--- src/rtl/pdt_pkg.sv ---
package pdt_pkg;

    localparam int TMR_W     = 16;
    localparam int PRE_STAGES = 2;

    typedef enum logic [1:0] {
        RATE_NONE = 2'b00,
        RATE_REF  = 2'b01,
        RATE_MID  = 2'b10,
        RATE_SLOW = 2'b11
    } rate_sel_e;

    typedef struct packed {
        logic             run;
        logic             polarity;
        rate_sel_e        rate;
        logic [TMR_W-1:0] term_cnt;
        logic [TMR_W-1:0] high_at;
    } tmr_cfg_t;

    typedef struct packed {
        logic             tick;
        logic [TMR_W-1:0] count;
    } tmr_state_t;

    function automatic logic active_phase(input logic [TMR_W-1:0] count,
                                          input logic [TMR_W-1:0] high_at);
        return count > high_at;
    endfunction

    function automatic logic [TMR_W-1:0] next_count(input logic [TMR_W-1:0] count,
                                                    input logic [TMR_W-1:0] term_cnt);
        if (count >= term_cnt) begin
            return '0;
        end
        return count + 1'b1;
    endfunction

endpackage

--- src/rtl/pdt_prescaler.sv ---
module pdt_prescaler #(
    parameter int DIV    = 1024,
    parameter int STAGES = 2
) (
    input  logic              clk,
    input  logic              rst,
    input  logic              run,
    output logic [STAGES-1:0] stage_tick
);
    localparam int DIV_W = (DIV > 2) ? $clog2(DIV) : 1;
    localparam logic [DIV_W-1:0] LAST = DIV_W'(DIV - 1);

    logic [STAGES-1:0] advance;

    for (genvar g = 0; g < STAGES; g++) begin : g_stage
        logic [DIV_W-1:0] div_q;

        if (g == 0) begin : g_first
            assign advance[g] = 1'b1;
        end else begin : g_next
            assign advance[g] = stage_tick[g-1];
        end

        assign stage_tick[g] = run && advance[g] && (div_q == LAST);

        always_ff @(posedge clk) begin
            if (rst || !run) begin
                div_q <= '0;
            end else if (advance[g]) begin
                if (div_q == LAST) begin
                    div_q <= '0;
                end else begin
                    div_q <= div_q + 1'b1;
                end
            end
        end
    end

endmodule

--- src/rtl/pdt_tick_select.sv ---
module pdt_tick_select
    import pdt_pkg::*;
(
    input  rate_sel_e                rate,
    input  logic                     run,
    input  logic [PRE_STAGES-1:0]    stage_tick,
    output logic                     tick
);
    always_comb begin
        tick = 1'b0;
        unique case (rate)
            RATE_NONE: tick = 1'b0;
            RATE_REF:  tick = run;
            RATE_MID:  tick = stage_tick[0];
            RATE_SLOW: tick = stage_tick[1];
            default:   tick = 1'b0;
        endcase
    end

endmodule

--- src/rtl/pdt_period_counter.sv ---
module pdt_period_counter
    import pdt_pkg::*;
(
    input  logic             clk,
    input  logic             rst,
    input  logic             run,
    input  logic             tick,
    input  logic [TMR_W-1:0] term_cnt,
    output tmr_state_t       state
);
    logic [TMR_W-1:0] count_q;

    always_ff @(posedge clk) begin
        if (rst || !run) begin
            count_q <= '0;
        end else if (tick) begin
            count_q <= next_count(count_q, term_cnt);
        end
    end

    always_comb begin
        state.tick  = tick;
        state.count = count_q;
    end

endmodule

--- src/rtl/pdt_wave_gen.sv ---
module pdt_wave_gen
    import pdt_pkg::*;
(
    input  tmr_cfg_t   cfg,
    input  tmr_state_t state,
    output logic       wave
);
    logic raw;

    always_comb begin
        raw  = cfg.run && active_phase(state.count, cfg.high_at);
        wave = raw ^ cfg.polarity;
    end

endmodule

--- src/rtl/pwm_delay_timer.sv ---
module pwm_delay_timer
    import pdt_pkg::*;
#(
    parameter int PRE_DIV = 1024
) (
    input  logic             clk,
    input  logic             rst,
    input  logic             run,
    input  logic             polarity,
    input  logic [1:0]       rate_sel,
    input  logic [TMR_W-1:0] term_cnt,
    input  logic [TMR_W-1:0] high_at,
    output logic             wave_out
);
    tmr_cfg_t              cfg;
    tmr_state_t            state;
    logic [PRE_STAGES-1:0] stage_tick;
    logic                  tick;

    always_comb begin
        cfg.run      = run;
        cfg.polarity = polarity;
        cfg.rate     = rate_sel_e'(rate_sel);
        cfg.term_cnt = term_cnt;
        cfg.high_at  = high_at;
    end

    pdt_prescaler #(
        .DIV    (PRE_DIV),
        .STAGES (PRE_STAGES)
    ) u_pre (
        .clk        (clk),
        .rst        (rst),
        .run        (cfg.run),
        .stage_tick (stage_tick)
    );

    pdt_tick_select u_sel (
        .rate       (cfg.rate),
        .run        (cfg.run),
        .stage_tick (stage_tick),
        .tick       (tick)
    );

    pdt_period_counter u_cnt (
        .clk      (clk),
        .rst      (rst),
        .run      (cfg.run),
        .tick     (tick),
        .term_cnt (cfg.term_cnt),
        .state    (state)
    );

    pdt_wave_gen u_wave (
        .cfg   (cfg),
        .state (state),
        .wave  (wave_out)
    );

endmodule

--- config.mk ---
export PLATFORM = sky130hd
export DESIGN_NAME = pwm_delay_timer
export DESIGN_NICKNAME = d
export VERILOG_FILES = /design/src/rtl/pdt_pkg.sv /design/src/rtl/pdt_prescaler.sv /design/src/rtl/pdt_tick_select.sv /design/src/rtl/pdt_period_counter.sv /design/src/rtl/pdt_wave_gen.sv /design/src/rtl/pwm_delay_timer.sv
export SDC_FILE = /design/constraint.sdc
export NUM_CORES = 1
export LEC_CHECK = 0
export CAP_MARGIN = 5
export CELL_PAD_IN_SITES_DETAIL_PLACEMENT = 1
export CELL_PAD_IN_SITES_GLOBAL_PLACEMENT = 2
export CORE_UTILIZATION = 34
export DETAILED_ROUTE_END_ITERATION = 8
export PLACE_DENSITY_LB_ADDON = 0.1
export REMOVE_ABC_BUFFERS = 1
export SLEW_MARGIN = 40
export SYNTH_ARGS = -nofsm -noshare
export SYNTH_HDL_FRONTEND = slang
export SYNTH_SLANG_ARGS = --single-unit
--- constraint.sdc ---
create_clock -name clk -period 3.4 [get_ports clk]
set_clock_uncertainty 0.1 [all_clocks]
set_input_delay 0.68 -clock clk [delete_from_list [all_inputs] [get_ports clk]]
set_output_delay 0.68 -clock clk [all_outputs]
set_load 0.01 [all_outputs]
==> flow_summary_export.csv, run 1 <==
group,metric,value,unit
worst_hold_path,holdCritPathClass,"flip-flop to flip-flop",
critical_path,cp_slowest_cell,"clkdlybuf4s50_1",
placement,dp.cells,450,
critical_path,rr_worst_depth,9,
final_layout,nets,434,
sta,max_freq,299,MHz
clock_tree,clock-sinks,36,
drt,remaining_drc_errors,0,
final_layout,antennaDiodeCount,0,
critical_path,regToRegEndpoint,"u_cnt.count_q[9]$_SDFFE_PP0P_",
sta,final.period_utilization,98.4,%
drt,routed_wl,6420,um
die,dieArea,7740,um2
placement,gp_congestion,0.816,
logic_synthesis,synth_top_area_cell,"dfxtp_1",
drt,drt_pass1_iterations,4,
final_layout,design_area,3250,um2
critical_path,max_stage_delay,0.47,ns
final_layout,final_cell_count_no_fill,458,
critical_path,worstPathRequired,2.62,ns
logic_synthesis,synth_seq_area_share,28.7,%
clock_tree,cts.clk_slew.worst_paths,0.07,ns
logic_synthesis,synth_commonest_cells,"dfxtp_1 (36), ha_1 (35), inv_1 (35)",
die,placementRows,30,
worst_hold_path,holdPathEnd,"u_pre.g_stage[0].div_q[0]$_SDFF_PP0_",
drt,wire_per_inst,14.0,um
clock_tree,cts.htree.levels,2,
critical_path,critical_path.max_fanout,2,
sta,maxSlewViolCount,0,
drt,drt_iter0_drc,77,
sta,hold_violations,0,
critical_path,worst-setup-path-type,"input port to primary output",
clock_tree,clockBufferDepth,2,
sta,fin_ws,0.0530,ns
logic_synthesis,synth_edf_count,0,
final_layout,final_core_util,46.6,%
placement,dpl_cell_area,3070,um2
critical_path,setup.worst_path.end_class,"primary output",
critical_path,start_kind,"input port",
placement,place_ws,-0.393,ns
global_route,grt_pass1_vias,2416,
placement,portBuffers,38,
logic_synthesis,synthArstFlopShare,0,%
global_route,overflow,0,
clock_tree,worstSkewPairLatency,0.29,ns
pwr,vdd_drop_max,0.000171,V
die,initial_utilization,36.0,%
worst_hold_path,whs_path_depth,1,
drt,vias,2320,
sta,period_minus_slack,3.35,ns
logic_synthesis,synth_cell_types,38,
worst_hold_path,min-delay-start,"u_pre.g_stage[0].div_q[0]$_SDFF_PP0_",
drt,drtAntennaViolNets,0,
die,coreArea,6980,um2
die,fp.dieW,88.0,um
run_status,status,"completed",
clock_tree,clockRootBuffer,"clkbuf_8",
logic_synthesis,yosys-top-cells-area,"dfxtp_1 (29%), ha_1 (17%), inv_1 (5.2%)",
critical_path,cp_cell_sequence,"clkdlybuf4s50_1 > inv_1 > ha_4 > nand2_1 > o21a_1 > nor2b_1 > a221o_1 > a21oi_2 > xor2_1 > buf_2",
pwr,power_density,282,nW/um2
logic_synthesis,ys.flop_type,"dfxtp_1",
clock_tree,hold_buffers,0,
pwr,leakage,1.46,nW
logic_synthesis,syn_area_per_cell,8.08,um2
final_layout,area.growth.synth_to_final,29.5,%
critical_path,r2r_slack,0.74,ns
drt,vias_per_cell,5.07,
global_route,grt.total_usage,18.1,%
critical_path,arrival,2.57,ns
sta,slew_headroom,51.0,%
logic_synthesis,synth_most_common_cell,"dfxtp_1",
global_route,grt_pass1_wl,10900,um
die,ios,39,
critical_path,critical_path.top_delay_family,"buffers and inverters",
critical_path,worstReg2RegStart,"u_cnt.count_q[0]$_SDFFE_PP0P_",
flow_run,drv_cap,0,
final_layout,drive_gt1_share,9.67,%
die,dieHeight,88.0,um
logic_synthesis,synth_seq_cells,36,
critical_path,cp.buffers_inverters,3,
logic_synthesis,yosys_warnings,0,
logic_synthesis,syn-instance-count,311,
logic_synthesis,synth_area,2510,um2
clock_tree,cts_tree,"done",
placement,dpl.hpwl,5050,um
clock_tree,cts_buffers,5,
sta,tightest_slew,0.731,ns
global_route,grt_max_degree,23,
sta,setup_viol,0,
logic_synthesis,post-synth-top-area-fraction,28.7,%
global_route,antenna_found_initial,0,
cell usage in the layout, fill, tap and decap left out, types with 2 or more instances in the layout:
cell type        Yosys  final
nand2_1             29     29
nor3_1               3      3
o21a_1               2      2
and2_1               3      3
nand4_1             12     12
dfxtp_1             36     36
nor2_1              33     33
a21oi_2              0      2
nor4_1               2      2
nand2b_1             4      4
a221o_1              2      2
xor2_1              11     11
inv_1               35     34
buf_4                0      7
a31o_2               2      2
nand3_1             12     12
nor4b_1              5      5
a31oi_1              3      3
a22o_1               5      5
clkdlybuf4s50_1      0     36
ha_4                 0      5
nor2b_1              5      4
a21o_1               8      8
o31ai_1              4      4
a21oi_1             13     11
ha_1                35     30
clkbuf_8             0      5
xnor2_1              7      7
and3_1               5      5
o21ai_0             19     18
worst max-delay path by stage:
| stage | startpoint | to | slack (ns) | depth (start not counted) |
|---|---|---|---|---|
| 6_report | high_at[6] | wave_out | 0.05 | 10 |
| 5_1_grt | high_at[6] | wave_out | -0.02 | 10 |
| 4_1_cts | high_at[7] | wave_out | 0.03 | 10 |
| 3_5_place_dp | high_at[7] | wave_out | -0.39 | 10 |
| 3_3_place_gp | high_at[7] | wave_out | -0.39 | 10 |
| 2_1_floorplan | high_at[7] | wave_out | 0.59 | 8 |
state kept, by name, summed over array words and instances, names as in the netlist:
signal and count:
u_cnt.count_q 16, u_pre.g_stage.div_q 20
power breakdown:
part	switching, mW	internal (mW)	leakage, nW	total (mW)
sequential	0.00160	0.423	0.290	0.424
combinational	0.0523	0.0645	1.11	0.117
clock	0.159	0.218	0.0552	0.376
kinds of logic after synthesis:
kind of cell / count (synthesis) / share of synthesized area, %
AOI/OAI and AO/OA: 63 / 17.0
xor gates and xnor gates: 18 / 6.27
adders and majority gates: 35 / 17.4
buffers and inverters: 38 / 5.68
DFF: 36 / 28.7
and+or+nand+nor: 121 / 25.0
per-layer routing:
metal / routed length [um] / track usage (%) / share of wire (%) / vias to the layer above
met5: 0 / 0 / 0 / -
met3: 197 / 2.54 / 3.1 / 6
met1: 3070 / 22.3 / 48 / 1087
li1: - / - / - / 1196
met4: 72 / 5.37 / 1.1 / 0
met2: 3080 / 32.7 / 48 / 31
stage by stage:
step | total power, mW | hold WS, ns | TNS (ns)
finish | 0.917 | 0.372 | 0
global route | 0.957 | 0.388 | -0.0152
CTS | 0.928 | 0.376 | 0
detailed placement | 0.548 | 0.358 | -0.393
global placement | 0.545 | 0.343 | -0.390
floorplan | 0.480 | 0.330 | 0
layout make-up:
type | count | area (um2)
clock buffers | 6 | 72.6
clock inverters | 2 | 35.0
fillers | 856 | 3730
inverters | 35 | 131
multi-input cells | 237 | 1720
flip-flops and latches | 36 | 721
well taps | 96 | 120
repair buffers | 46 | 450
worst reg2reg max path, delay by kind of cell, from the launching register on:
family	cells	cell delay, ns
AO/OA/AOI/OAI	3	0.83
adder cells (fa/ha/maj)	1	0.27
buffers and inverters	2	0.30
flip-flops	1	0.46
AND/OR/NAND/NOR	3	0.65
repair_timing:
action / CTS / global route
pin swaps: 0 / 8
resized for setup: 5 / 11
buffers inserted: 0 / 0
hold endpoints to repair: 0 / 0
endpoints found under the setup margin: 1 / 1
gates cloned: 0 / 0
No activity file was read; power rests on OpenSTA's default activity.
==> run 2: changes to the inputs <==
--- a/config.mk
+++ b/config.mk
@@ -10,8 +10,10 @@
 export CELL_PAD_IN_SITES_GLOBAL_PLACEMENT = 2
 export CORE_UTILIZATION = 34
 export DETAILED_ROUTE_END_ITERATION = 8
+export GPL_TIMING_DRIVEN = 1
 export PLACE_DENSITY_LB_ADDON = 0.1
 export REMOVE_ABC_BUFFERS = 1
+export SETUP_SLACK_MARGIN = 0.05
 export SLEW_MARGIN = 40
 export SYNTH_ARGS = -nofsm -noshare
 export SYNTH_HDL_FRONTEND = slang
==> run 2 against run 1 <==
  * Clock-buffer cell count did not move
  * First-iteration DRC count fell by 3.9%
  * Critical path depth fell by 1
  * Die area did not move
  * Sequential power barely moved
  * Register-to-register slack barely moved
  * Critical endpoint unchanged
  * Largest power group unchanged
==> flow_summary_export.csv, run 2 (synthesized netlist as in run 1, its figures left out) <==
group,metric,value,unit
global_route,antenna_found_initial,0,
placement,portBuffers,38,
die,placementRows,30,
drt,vias,2332,
placement,dp.cells,450,
drt,remaining_drc_errors,0,
placement,gp_congestion,0.816,
sta,period_minus_slack,3.29,ns
flow_run,drv_cap,0,
clock_tree,cts.htree.levels,2,
final_layout,nets,435,
sta,tightest_slew,0.730,ns
pwr,leakage,1.49,nW
run_status,status,"completed",
drt,drtAntennaViolNets,0,
pwr,power_density,278,nW/um2
final_layout,area.growth.synth_to_final,31.8,%
critical_path,max_stage_delay,0.46,ns
final_layout,final_cell_mix,"dfxtp_1 (36), nor2_1 (33), clkdlybuf4s50_1 (32)",
global_route,grt_pass1_vias,2422,
drt,vias_per_cell,5.08,
clock_tree,cts.clk_slew.worst_paths,0.07,ns
global_route,grt_pass1_wl,11000,um
critical_path,cp.buffers_inverters,3,
critical_path,worst-setup-path-type,"input port to primary output",
final_layout,layout_commonest_cell,"dfxtp_1",
final_layout,nFillCells,853,
sta,rsz0062_at_grt,"no",
drt,wire_per_inst,14.3,um
sta,maxSlewViolCount,0,
clock_tree,worstSkewPairLatency,0.29,ns
placement,place_ws,-0.393,ns
critical_path,critical_path.max_fanout,2,
die,fp.dieW,88.0,um
sta,final.period_utilization,96.7,%
final_layout,top_register,"u_pre.g_stage.div_q",
sta,setup_viol,0,
die,dieArea,7740,um2
die,dieHeight,88.0,um
critical_path,start_kind,"input port",
critical_path,cp_slowest_cell,"clkdlybuf4s50_1",
critical_path,critical_path.top_delay_family,"buffers and inverters",
final_layout,antennaDiodeCount,0,
drt,routed_wl,6540,um
critical_path,cp_cell_sequence,"clkdlybuf4s50_1 > inv_1 > ha_4 > and4_4 > nand4_1 > a221o_1 > a21oi_2 > xor2_1 > buf_2",
global_route,grt_max_degree,23,
final_layout,largest_register_ff_count,20,
sta,max_freq,304,MHz
drt,drt_pass1_iterations,4,
die,ios,39,
placement,dpl.hpwl,5050,um
worst_hold_path,holdCritPathClass,"flip-flop to flip-flop",
global_route,use_met2,33.3,%
final_layout,reg_top3,"u_pre.g_stage.div_q: 20 flops, u_cnt.count_q: 16 flops",
clock_tree,clockBufferDepth,2,
clock_tree,cts_tree,"done",
clock_tree,clock-sinks,36,
die,coreArea,6980,um2
sta,fin_ws,0.112,ns
clock_tree,clockRootBuffer,"clkbuf_8",
final_layout,final_cell_count_no_fill,459,
critical_path,setup.worst_path.end_class,"primary output",
critical_path,arrival,2.51,ns
critical_path,worstPathRequired,2.62,ns
sta,slew_headroom,51.1,%
pwr,vdd_drop_max,0.000171,V
global_route,met3_usage,2.54,%
global_route,grt-busiest-layer,"met2",
clock_tree,hold_buffers,0,
sta,hold_violations,0,
clock_tree,cts_buffers,5,
die,initial_utilization,36.0,%
global_route,grt.total_usage,18.4,%
global_route,overflow,0,
global_route,grtUsageMet1,22.5,%
drt,drt_iter0_drc,74,
final_layout,drive_gt1_share,12.1,%
## run 2: final cells by class
type                            instances  area [um2]  share of cell area [%]
Inverter                               35         131                    3.97
Clock inverter                          2        35.0                    1.06
Sequential cell                        36         721                    21.8
Clock buffer                            6        72.6                    2.19
Tap cell                               96         120                    3.63
Multi-Input combinational cell        237        1760                    53.3
Timing Repair Buffer                   47         468                    14.1
## run 2: per-stage QoR
step	total power, mW	util [%]	cell area [um2]	hold slack [ns]	setup TNS (ns)
after floorplan	0.480	-	2500	0.330	0
after global placement	0.545	44.0	3070	0.343	-0.390
after detailed placement	0.548	44.0	3070	0.358	-0.393
after CTS	0.930	46.1	3220	0.376	0
after global routing	0.960	47.4	3310	0.388	0
final	0.919	47.4	3310	0.372	0
## run 2: what timing repair did
item / in CTS / in global routing
cloned: 0 / 0
setup endpoints to repair: 1 / 1
buffers inserted: 0 / 1
gates resized for setup: 9 / 19
pin swaps: 5 / 13
## run 2: final timing paths
kind / from / slack [ns] / to / depth (start not counted)
worst min-delay path: u_pre.g_stage[0].div_q[0]$_SDFF_PP0_ / 0.37 / u_pre.g_stage[0].div_q[0]$_SDFF_PP0_ / 1
worst max register to register: u_cnt.count_q[0]$_SDFFE_PP0P_ / 0.75 / u_cnt.count_q[9]$_SDFFE_PP0P_ / 9
worst max-delay path: high_at[12] / 0.11 / wave_out / 9
worst min register to register: u_pre.g_stage[0].div_q[0]$_SDFF_PP0_ / 0.37 / u_pre.g_stage[0].div_q[0]$_SDFF_PP0_ / 1
## run 2: where the power goes
group,internal (mW),switching [mW],total (mW)
Sequential,0.423,0.00162,0.424
Combinational,0.0659,0.0538,0.120
Clock,0.218,0.158,0.375
Total,0.706,0.213,0.919
## run 2: layer usage
metal	share of wire, %	vias to the layer above
met3	3.1	8
met1	47	1091
li1	-	1200
met5	0	-
met2	48	33
met4	1.3	0
